<file path="config.mk">
export PLATFORM = sky130hd
export DESIGN_NAME = sar_seq_top
export DESIGN_NICKNAME = d
export VERILOG_FILES = /design/src/rtl/sar_seq_pkg.sv /design/src/rtl/sar_seq_edge.sv /design/src/rtl/sar_seq_bits.sv /design/src/rtl/sar_seq_top.sv
export SDC_FILE = /design/constraint.sdc
export NUM_CORES = 1
export LEC_CHECK = 0
export BUFFER_PORTS_ARGS = -buffer_cell sky130_fd_sc_hd__clkbuf_2
export CAP_MARGIN = 20
export CORE_AREA = 8 8 59 61
export DETAILED_ROUTE_END_ITERATION = 7
export DIE_AREA = 0 0 67 69
export MAX_ROUTING_LAYER = met4
export PLACE_DENSITY = 0.72
export SYNTH_ARGS = -nofsm -noshare
export SYNTH_HDL_FRONTEND = slang
export SYNTH_HIERARCHICAL = 1
export SYNTH_SLANG_ARGS = --single-unit
</file>
<file path="constraint.sdc">
create_clock -name clk -period 1.9 [get_ports clk]
set_input_delay 0.285 -clock clk [delete_from_list [all_inputs] [get_ports clk]]
set_output_delay 0.285 -clock clk [all_outputs]
set_load 0.02 [all_outputs]
</file>
<file path="src/rtl/sar_seq_pkg.sv">
package sar_seq_pkg;
  typedef enum logic [1:0] {
    PH_IDLE = 2'd0,
    PH_DLY  = 2'd1,
    PH_FRQ  = 2'd2
  } phase_t;
endpackage

</file>
<file path="src/rtl/sar_seq_edge.sv">
module sar_seq_edge (
  input  logic clk,
  input  logic rst_n,
  input  logic lvl_i,
  output logic rise_o,
  output logic fall_o
);
  logic lvl_q;

  always_ff @(posedge clk or negedge rst_n) begin
    if (!rst_n) lvl_q <= 1'b0;
    else        lvl_q <= lvl_i;
  end

  assign rise_o = lvl_i & ~lvl_q;
  assign fall_o = ~lvl_i & lvl_q;
endmodule

</file>
<file path="src/rtl/sar_seq_bits.sv">
module sar_seq_bits #(
  parameter int W = 10
) (
  input  logic         clk,
  input  logic         rst_n,
  input  logic         init_i,
  input  logic         step_i,
  input  logic         early_i,
  output logic [W-1:0] code_o,
  output logic         last_o
);
  localparam logic [W-1:0] TOP_BIT = {1'b1, {(W-1){1'b0}}};

  logic [W-1:0] code_q, code_n;
  logic [W-1:0] ptr_q, ptr_n;

  // next state: one-hot pointer walks toward the LSB
  always_comb begin
    code_n = code_q;
    ptr_n  = ptr_q;
    if (init_i) begin
      code_n = TOP_BIT;
      ptr_n  = TOP_BIT;
    end else if (step_i) begin
      code_n = code_q & ~(early_i ? ptr_q : '0);
      ptr_n  = ptr_q >> 1;
      code_n = code_n | (ptr_q >> 1);
    end
  end

  always_ff @(posedge clk or negedge rst_n) begin
    if (!rst_n) begin
      code_q <= '0;
      ptr_q  <= '0;
    end else if (init_i || step_i) begin
      code_q <= code_n;
      ptr_q  <= ptr_n;
    end
  end

  assign code_o = code_q;
  assign last_o = ptr_q[0];
endmodule

</file>
<file path="src/rtl/sar_seq_top.sv">
module sar_seq_top #(
  parameter int DLY_W = 2,
  parameter int FRQ_W = 10
) (
  input  logic             clk,
  input  logic             rst_n,
  input  logic             start_i,
  input  logic             use_dly_i,
  input  logic             ref_lvl_i,
  input  logic             fall_early_i,
  input  logic             rise_early_i,
  output logic [DLY_W-1:0] dly_sel_o,
  output logic [FRQ_W-1:0] dco_word_o,
  output logic             dco_en_o,
  output logic             div_rst_o,
  output logic             search_o,
  output logic             ref_sel_o,
  output logic             load_o
);
  import sar_seq_pkg::*;

  phase_t phase_q, phase_n;
  logic   trial_q, trial_n;
  logic   load_q, load_n;
  logic   ref_rise, ref_fall;
  logic   dly_step, frq_step, dly_last, frq_last;
  logic   decide;

  sar_seq_edge edge_i (
    .clk(clk), .rst_n(rst_n), .lvl_i(ref_lvl_i),
    .rise_o(ref_rise), .fall_o(ref_fall)
  );

  // a decision needs a released trial that the rising edge now ends
  assign decide   = ref_rise & trial_q & ~start_i;
  assign dly_step = decide & (phase_q == PH_DLY);
  assign frq_step = decide & (phase_q == PH_FRQ);

  sar_seq_bits #(.W(DLY_W)) dly_bits_i (
    .clk(clk), .rst_n(rst_n), .init_i(start_i), .step_i(dly_step),
    .early_i(fall_early_i), .code_o(dly_sel_o), .last_o(dly_last)
  );

  sar_seq_bits #(.W(FRQ_W)) frq_bits_i (
    .clk(clk), .rst_n(rst_n), .init_i(start_i), .step_i(frq_step),
    .early_i(rise_early_i), .code_o(dco_word_o), .last_o(frq_last)
  );

  always_comb begin
    phase_n = phase_q;
    trial_n = trial_q;
    load_n  = 1'b0;
    if (start_i) begin
      phase_n = PH_DLY;
      trial_n = 1'b0;
    end else begin
      if (ref_rise)                          trial_n = 1'b0;
      else if (ref_fall && phase_q != PH_IDLE) trial_n = 1'b1;
      if (dly_step && dly_last) phase_n = PH_FRQ;
      if (frq_step && frq_last) begin
        phase_n = PH_IDLE;
        load_n  = 1'b1;
      end
    end
  end

  always_ff @(posedge clk or negedge rst_n) begin
    if (!rst_n) begin
      phase_q <= PH_IDLE;
      trial_q <= 1'b0;
      load_q  <= 1'b0;
    end else begin
      phase_q <= phase_n;
      trial_q <= trial_n;
      load_q  <= load_n;
    end
  end

  assign search_o  = (phase_q != PH_IDLE);
  assign dco_en_o  = ~search_o | trial_q;
  assign div_rst_o = ~dco_en_o;
  assign ref_sel_o = search_o | use_dly_i;
  assign load_o    = load_q;
endmodule

</file>
==> summary.txt <==
Static leakage - 0.647 nW
Status - finished, violations left
Pwr dens - 719 nW/um^2
Dominant synthesized flop cell - dfrtp_1
EDFF count, synth - 0
Worst Skew - 0.00667 ns
Root buf cell - clkbuf_4
Nets - 149
Hold Fails Final Rpt - 27
IO Pins - 24
Yosys cell types - 31
Sequential area share after synthesis - 0.549
DIE AREA - 4620 um^2
Synth area leader - dfrtp_1
Max Clk Rate - 581 MHz
Startpoint types - flop
First-pass GRT wire length - 4460 um
Via-to-Cell Ratio - 5.57
Sequential share of power - 0.569
H-tree depth - 2
Gpl congestion - 0.790
Crit-path cells - or3_2 -> clkbuf_2
Multi-input gate area - 515 um^2
Setup crit end kind - output pin
First-pass detailed-route iteration total - 4
Ranking of synthesized cells by area - dfrtp_1 55%, a21oi_2 5.3%, a311oi_1 4.6%
Post-DR wirelength/cell - 14.8 um
Worst slack, placed - 0.215 ns
Reg clk slew, reported paths - 0.09 ns
VDD IR max - 0.552 mV
Vias in the first global route - 993
Mapped Nets - 121
Post-synth ARST share - 1.00
Final worst slack - 0.180 ns
CP delay by family, top - simple AND/OR/NAND/NOR gates
# rows - 19
Congestion Overflow GR - 0
WP data required - 1.62 ns
Worst Tran Pin Value - 0.707 ns
Placed cells - 166
Pint - 0.848 mW
Height of the chip - 69 um
Post-CTS resize count - 0
Tcrit/Tclk final - 0.905
Total of max-cap violations - 0
Clock power frac - 0.388
Worst slew margin - 0.529
Core ar. - 2620 um^2
Total clock sinks - 29
CP Max Fanout - 8
Slew Limit Fails - 0
Longest Clk Path Bufs - 2
Crit path kind - flop to output pin
Die width - 67 um
Most numerous cell in the Yosys netlist - dfrtp_1
Placed wire-length estimate - 1810 um
Synthesized instance count - 114
Synthesized flop and latch total - 29
Synth-to-layout area growth - 15.2%
Switching Share - 0.226
Fillcell total - 240
YS warnings - 6
Initial antenna violation count - 0
Worst min path class - primary input to async pin
Yosys top cell area share - 0.549
CP peak stage delay - 0.49 ns
Final hold slack - -0.00544 ns
Post-CTS Hold Buffers - 0
Combinational power share - 0.043
CTS buffer count - 5
DR vias - 970
Fin util - 0.582
Final Setup Violations - 0
Post-Route WL - 2570 um
Synth cell count leaders - 29 x dfrtp_1, 11 x a21oi_1, 9 x nand2_1, 9 x nand2b_1, 8 x a21oi_2
Drc violations - 0
Inserted Diodes - 0
Failing checks - hold timing
Buffer count from post-CTS setup fixing - 0
Final Critical Period - 1.72 ns
Antenna Violating Nets Remaining - 0
CP max-delay cell - or3_2
Worst EP arrival - 1.44 ns
Avg Cell Area, Syn - 11.6 um^2
FF+latch area - 726 um^2
Crit path buf inv count - 1
Starting Density - 0.505
Fin cells - 174
RSZ-0062 raised after global routing - false
Layout cells sized above 1 - 0.371
Tot GR Track Use - 0.129
Largest net degree at the start of global routing - 30
CTS tree - built
I/O Buffers - 23
Post-Syn Area - 1320 um^2
Initial DRC count - 54
Clock Latency Late Sink - 0.33 ns
TNS Setup - 0 ns
Net Switching - 0.247 mW
## worst register-to-register path, delay by kind of cell (launching register included)
kind,cells,cell delay [ns]
AO/OA/AOI/OAI,1,0.28
buffers and inverters,1,0.18
flip-flops,1,0.38
AND/OR/NAND/NOR,4,0.72
## metal layers
metal,up-vias,routed length [um],track usage
li1,469,-,-
met1,473,1130,0.144
met2,24,1240,0.186
met3,4,158,0.0646
met4,0,51,0.0628
met5,-,0,-
## area by class of cell
type	instances	share of cell area
clock buffer	7	0.0427
clock inverter	1	0.00329
inverter	4	0.00986
multi-input combinational	75	0.339
sequential	29	0.477
tap	31	0.0255
timing repair buffer	27	0.104
## cells in the final DEF (no fill, tap or decap), types with 2 or more instances in the layout
cell type and count:
a21oi_1 11, nand2_1 9, nor2_1 4, clkbuf_4 5, nand2b_1 9, buf_4 3
a311oi_2 2, a21o_1 3, nand3_1 2, clkbuf_2 23, a21oi_2 8, o21ai_0 2
a21o_2 2, inv_1 4, and4b_1 2, clkbuf_8 2, a311oi_1 7, nand4b_1 2
dfrtp_1 29, and2_2 2
## sequential cells by signal, summed over array words and instances (netlist names)
register	count
frq_bits_i/code_o	10
frq_bits_i/ptr_q	10
dly_bits_i/code_o	2
dly_bits_i/ptr_q	2
phase_q	2
edge_i/lvl_q	1
load_o	1
trial_q	1
## cell families after synthesis
kind of cell	Yosys count	share of synthesized area
buffers and inverters	10	0.0606
muxes	1	0.00758
AOI/OAI and AO/OA	37	0.212
and+or+nand+nor	37	0.170
DFF	29	0.549
## through the flow
step	power, mW	instance area (um^2)
after floorplan	0.655	1320
after global placement	0.682	1450
after detailed placement	0.683	1450
after CTS	1.12	1520
after global routing	1.15	1520
final	1.10	1520
## power by group through the flow
stage	clock network (mW)	logic [mW]	registers (mW)
final	0.425	0.0467	0.624
after global routing	0.472	0.0530	0.624
after floorplan	0	0.0195	0.636
after CTS	0.446	0.0480	0.623
after detailed placement	0	0.0477	0.636
after global placement	0	0.0470	0.635
## worst paths after layout
check	from	to	slack [ns]	cells past startpoint
min in group clk	ref_lvl_i	edge_i/lvl_q	0.09	1
hold / removal	rst_n	dly_bits_i/code_o[0]	-0.005	1
max in group asynchronous	rst_n	frq_bits_i/ptr_q[2]	1.46	1
hold reg to reg	dly_bits_i/code_o[1]	dly_bits_i/code_o[1]	0.50	1
setup / recovery	phase_q[0]	ref_sel_o	0.18	2
setup reg to reg	edge_i/lvl_q	frq_bits_i/code_o[7]	0.24	6
Note: power is estimated with default switching activity, not from simulation.
